`config.mk`:
```
export PLATFORM = sky130hd
export DESIGN_NAME = rtc_presc_top
export DESIGN_NICKNAME = d
export VERILOG_FILES = /design/src/rtl/rtc_presc_pkg.sv /design/src/rtl/rtc_presc_ctrl.sv /design/src/rtl/rtc_presc_dp.sv /design/src/rtl/rtc_presc_top.sv
export SDC_FILE = /design/constraint.sdc
export NUM_CORES = 1
export LEC_CHECK = 0
export BUFFER_PORTS_ARGS = -buffer_cell sky130_fd_sc_hd__buf_2
export CAP_MARGIN = 20
export CORE_MARGIN = 3
export CORE_UTILIZATION = 40
export DETAILED_ROUTE_END_ITERATION = 6
export GPL_TIMING_DRIVEN = 1
export PLACE_DENSITY = 0.69
export SYNTH_ARGS = -nofsm -noshare
export SYNTH_HDL_FRONTEND = slang
export SYNTH_SLANG_ARGS = --single-unit
```
`constraint.sdc`:
```
create_clock -name clk -period 3.3 [get_ports clk]
set_clock_uncertainty 0.15 [all_clocks]
set_input_delay 0.165 -clock clk [delete_from_list [all_inputs] [get_ports clk]]
set_output_delay 0.165 -clock clk [all_outputs]
set_load 0.05 [all_outputs]
```
`src/rtl/rtc_presc_pkg.sv`:
```
package rtc_presc_pkg;

  // Strobes from the control half to the datapath half
  typedef struct packed {
    logic run;      // divider code selects normal timekeeping
    logic advance;  // run and a reference tick this cycle
    logic quiet;    // SET mode: no UIP, no update pulse
  } prescStrobe_t;

  localparam logic [2:0] RUN_CODE = 3'b010;

endpackage

```
`src/rtl/rtc_presc_ctrl.sv`:
```
module rtc_presc_ctrl
  import rtc_presc_pkg::*;
#(
  parameter int CTRL_BITS = 7
) (
  input  logic                 clk,
  input  logic                 rst,
  input  logic                 oscTick,
  input  logic                 ctrlWrEn,
  input  logic [CTRL_BITS-1:0] ctrlWrData,
  input  logic                 setMode,
  output logic [CTRL_BITS-1:0] ctrlBits,
  output prescStrobe_t         strobe
);

  localparam int CODE_HI = CTRL_BITS - 1;
  localparam int CODE_LO = CTRL_BITS - 3;

  always_ff @(posedge clk) begin
    if (rst) begin
      ctrlBits <= '0;
    end else if (ctrlWrEn) begin
      ctrlBits <= ctrlWrData;
    end
  end

  logic runNow;
  assign runNow = (ctrlBits[CODE_HI:CODE_LO] == RUN_CODE);

  always_comb begin
    strobe.run     = runNow;
    strobe.advance = runNow & oscTick;
    strobe.quiet   = setMode;
  end

endmodule

```
`src/rtl/rtc_presc_dp.sv`:
```
module rtc_presc_dp
  import rtc_presc_pkg::*;
#(
  parameter int CNT_BITS   = 15,
  parameter int UIP_CYCLES = 8
) (
  input  logic                clk,
  input  logic                rst,
  input  prescStrobe_t        strobe,
  output logic [CNT_BITS-1:0] phase,
  output logic                uipFlag,
  output logic                updateDone
);

  localparam logic [CNT_BITS-1:0] CNT_MAX     = {CNT_BITS{1'b1}};
  localparam int                  WIN_START_I = (1 << CNT_BITS) - UIP_CYCLES;
  localparam logic [CNT_BITS-1:0] WIN_START   = WIN_START_I[CNT_BITS-1:0];

  logic [CNT_BITS-1:0] phaseNext;
  logic                wrapNow;
  logic                inWindow;

  always_comb begin
    if (!strobe.run) begin
      phaseNext = '0;
    end else if (strobe.advance) begin
      phaseNext = phase + 1'b1;
    end else begin
      phaseNext = phase;
    end
  end

  assign wrapNow  = strobe.advance & (phase == CNT_MAX);
  assign inWindow = (phaseNext >= WIN_START);

  always_ff @(posedge clk) begin
    if (rst) begin
      phase      <= '0;
      uipFlag    <= 1'b0;
      updateDone <= 1'b0;
    end else begin
      phase      <= phaseNext;
      uipFlag    <= strobe.run & ~strobe.quiet & inWindow;
      updateDone <= wrapNow & ~strobe.quiet;
    end
  end

endmodule

```
`src/rtl/rtc_presc_top.sv`:
```
module rtc_presc_top
  import rtc_presc_pkg::*;
#(
  parameter int CNT_BITS   = 15,
  parameter int UIP_CYCLES = 8
) (
  input  logic                clk,
  input  logic                rst,
  input  logic                oscTick,
  input  logic                ctrlWrEn,
  input  logic [6:0]          ctrlWrData,
  input  logic                setMode,
  output logic [7:0]          regA,
  output logic                updateDone,
  output logic [CNT_BITS-1:0] phase
);

  prescStrobe_t strobe;
  logic [6:0]   ctrlBits;
  logic         uipFlag;

  rtc_presc_ctrl #(.CTRL_BITS(7)) u_ctrl (
    .clk       (clk),
    .rst       (rst),
    .oscTick   (oscTick),
    .ctrlWrEn  (ctrlWrEn),
    .ctrlWrData(ctrlWrData),
    .setMode   (setMode),
    .ctrlBits  (ctrlBits),
    .strobe    (strobe)
  );

  rtc_presc_dp #(.CNT_BITS(CNT_BITS), .UIP_CYCLES(UIP_CYCLES)) u_dp (
    .clk       (clk),
    .rst       (rst),
    .strobe    (strobe),
    .phase     (phase),
    .uipFlag   (uipFlag),
    .updateDone(updateDone)
  );

  assign regA = {uipFlag, ctrlBits};

endmodule

```
==> flow_summary.ini <==
[outcome]
status = complete, no violations

[cts]
cts_resized = 0
htree_num_levels = 1
cts_made_buffers = 3
cts_max_path_buffers = 2
path_clk_slew_ns = 0.14
clock-root-buffer = clkbuf_4
post_cts_buffers = 0
clk_latency_ns = 0.32
cts_tree = yes
cts.sinks = 24

[critical_path]
cp_max_fo = 10
start_kind = flop
slowest_delay_ns = 0.49
slowest_stage = or3b_1
path_buf_inv = 0
cp_cell_sequence = or3b_1, nor3_4, and3_1, o22ai_1, a2111oi_2
crit_required_ns = 3.37
cp_top_family = simple AND/OR/NAND/NOR gates
end_kind = flop
cp.arrival_ns = 2.21
criticalPathCategory = flop to flop

[power]
p_int_uw = 445
switching_share = 0.232
power_density_nw_per_um2 = 372
p_leak_uw = 0.000689
seq_power_share = 0.515
power.total_uw = 580
p_clk_frac = 0.373
p_sw_uw = 134
combPwrFrac = 0.112
ir_drop_v = 0.000312

[cells_and_area]
final_net_count = 199
final-seq-area_um2 = 480
drive_above_1_share = 0.227
nFillCells = 262
multi_input_area_um2 = 649
final_cell_count_no_fill = 216
area_growth_pct = 32.9
num_antenna_cells = 0

[logic_synthesis]
syn_area_per_cell_um2 = 8.50
syn_area_um2 = 1170
ys.warnings.count = 0
syn_nets = 151
synthCells = 138
synth_seq_cells = 24
synth.distinct_cells = 29
ys_seq_area_frac = 0.410

[sta]
finalMaxSlewViolations = 0
hold_violations = 0
setup_viol = 0
fin_crit_sh = 0.647
slew_headroom = 0.594
rsz0062_at_grt = no
tns_ns = 0
fmax_ghz = 0.468
finalCriticalPeriod_ns = 2.14
worstMarginPinSlew_ns = 0.609

[global_route]
grt_start_max_net_pins = 16
antenna_found_initial = 0
grt-ovfl-total = 0
grt_usage = 0.173
grt_pass1_wl_um = 4710
grt_pass1_vias = 1076

[floorplanning]
die_w_um = 60.1
row_count = 19
io_pins = 36
coreArea_um2 = 2780
fp.dieArea_um2 = 3620
die_h_um = 60.1
start_util = 0.422

[routing]
drc = 0
wirelength_um = 2750
firstDrtPassIters = 4
wl_per_cell_um = 12.7
postRouteAntennaNets = 0
drt-initial-drc-count = 43
vias = 1111
viasPerCell = 5.14

[placement]
routabilityCongestion = 0.781
dp_hpwl_um = 1940
dp.cells = 197
port_buffers = 35

[run]
maxCapViolations = 0

[worst_hold_path]
hp-class = input port to flop
cells in the mapped netlist (all sizes together):
cell	instances	area share
a2111oi	1	0.013
a21o	1	0.0064
a31oi	4	0.021
and2	1	0.0053
and3	4	0.021
buf	2	0.011
clkbuf	5	0.016
dfxtp	24	0.41
ha	1	0.011
inv	3	0.0096
mux2i	8	0.068
nand2	10	0.032
nand2b	4	0.021
nand3	10	0.043
nand3b	2	0.013
nand4	2	0.011
nor2	27	0.086
nor3	4	0.036
nor3b	1	0.0064
nor4	1	0.0053
nor4b	1	0.0075
o21ai	3	0.013
o22ai	3	0.016
or3	1	0.0053
or3b	1	0.0075
xnor2	5	0.037
xor2	9	0.067
flip-flops by register name, indices dropped and copies added (netlist names):
signal and cells:
u_dp.uipFlag 1, u_ctrl.ctrlBits 7, u_dp.updateDone 1, u_dp.phase 15
cells by family (layout without fill, tap and decap cells):
| logic type | Yosys count | after routing | share of synthesized area |
|---|---|---|---|
| AOI/OAI and AO/OA | 12 | 12 | 0.0694 |
| and+or+nand+nor | 69 | 69 | 0.301 |
| xor gates and xnor gates | 14 | 14 | 0.105 |
| buffers and inverters | 10 | 57 | 0.0363 |
| DFF | 24 | 24 | 0.410 |
| muxes | 8 | 8 | 0.0683 |
| adders and majority gates | 1 | 1 | 0.0107 |
routing by layer:
metal | wire, um | up-vias | part of all wire | global-route usage
met4 | 27 | 0 | 0.0098 | 0.0570
met5 | 0 | - | 0 | 0
met2 | 1390 | 23 | 0.51 | 0.298
met1 | 1230 | 519 | 0.45 | 0.209
li1 | - | 565 | - | -
met3 | 102 | 4 | 0.037 | 0.0389
power groups by stage:
stage | clock [uW] | sequential (uW) | combinational, uW
after floorplan | 0 | 323 | 17.1
after global placement | 0 | 304 | 49.5
after detailed placement | 0 | 305 | 50.5
after CTS | 217 | 298 | 64.5
after global routing | 232 | 300 | 70.1
final | 216 | 298 | 65.2
stage by stage:
stage / area (um^2) / util / worst slack, ns / hold WS, ns
6_report: 1560 / 0.560 / 1.16 / 0.0116
4_1_cts: 1560 / 0.560 / 1.16 / 0.0129
2_1_floorplan: 1170 / - / 0.948 / 0.162
3_5_place_dp: 1360 / 0.487 / 1.20 / 0.267
5_1_grt: 1560 / 0.560 / 0.993 / 0.0181
3_3_place_gp: 1360 / 0.487 / 1.25 / 0.253
worst paths after layout:
kind	from	end	slack, ns	cells past startpoint
worst max-delay path	u_ctrl.ctrlBits[5]$_SDFFE_PP0P_	u_dp.uipFlag$_SDFF_PP0_	1.16	5
worst min-delay path	oscTick	u_dp.phase[0]$_SDFF_PP0_	0.01	3
worst max register to register	u_ctrl.ctrlBits[5]$_SDFFE_PP0P_	u_dp.uipFlag$_SDFF_PP0_	1.16	5
worst min register to register	u_dp.phase[14]$_SDFF_PP0_	u_dp.updateDone$_SDFF_PP0_	0.34	2
cell type report:
cell class | count | share of cell area
Multi-Input combinational cell | 104 | 0.417
Sequential cell | 24 | 0.308
Timing Repair Buffer | 50 | 0.209
Tap cell | 31 | 0.0249
Clock inverter | 1 | 0.0193
Clock buffer | 3 | 0.0145
Inverter | 3 | 0.00723
worst reg2reg max path, cell delays in order, from the launching register on:
cell and delay [ns]:
dfxtp_1 0.38, or3b_1 0.49, nor3_4 0.39, and3_1 0.22, o22ai_1 0.12, a2111oi_2 0.28
what timing repair did:
| action | 4_1_cts | 5_1_grt |
|---|---|---|
| setup endpoints to repair | 0 | 0 |
| hold buffers | 15 | 0 |
| hold endpoints to repair | 8 | 0 |
cells in the final DEF (no fill, tap or decap), types with 2 or more instances in the layout:
cell type,synthesis,layout
nand2b_1,4,4
nor3_4,2,2
xor2_1,9,9
buf_2,1,35
mux2i_1,8,8
a31oi_1,4,4
dlygate4sd3_1,0,15
nor3_1,2,2
dfxtp_1,24,24
inv_1,3,3
and3_1,4,4
nor2_1,27,27
nand3_1,10,10
nand4_1,2,2
clkbuf_4,0,3
nand3b_1,2,2
nand2_1,10,10
o21ai_0,3,3
xnor2_1,5,5
o22ai_1,3,3
Note: power is estimated with default switching activity, not from simulation.
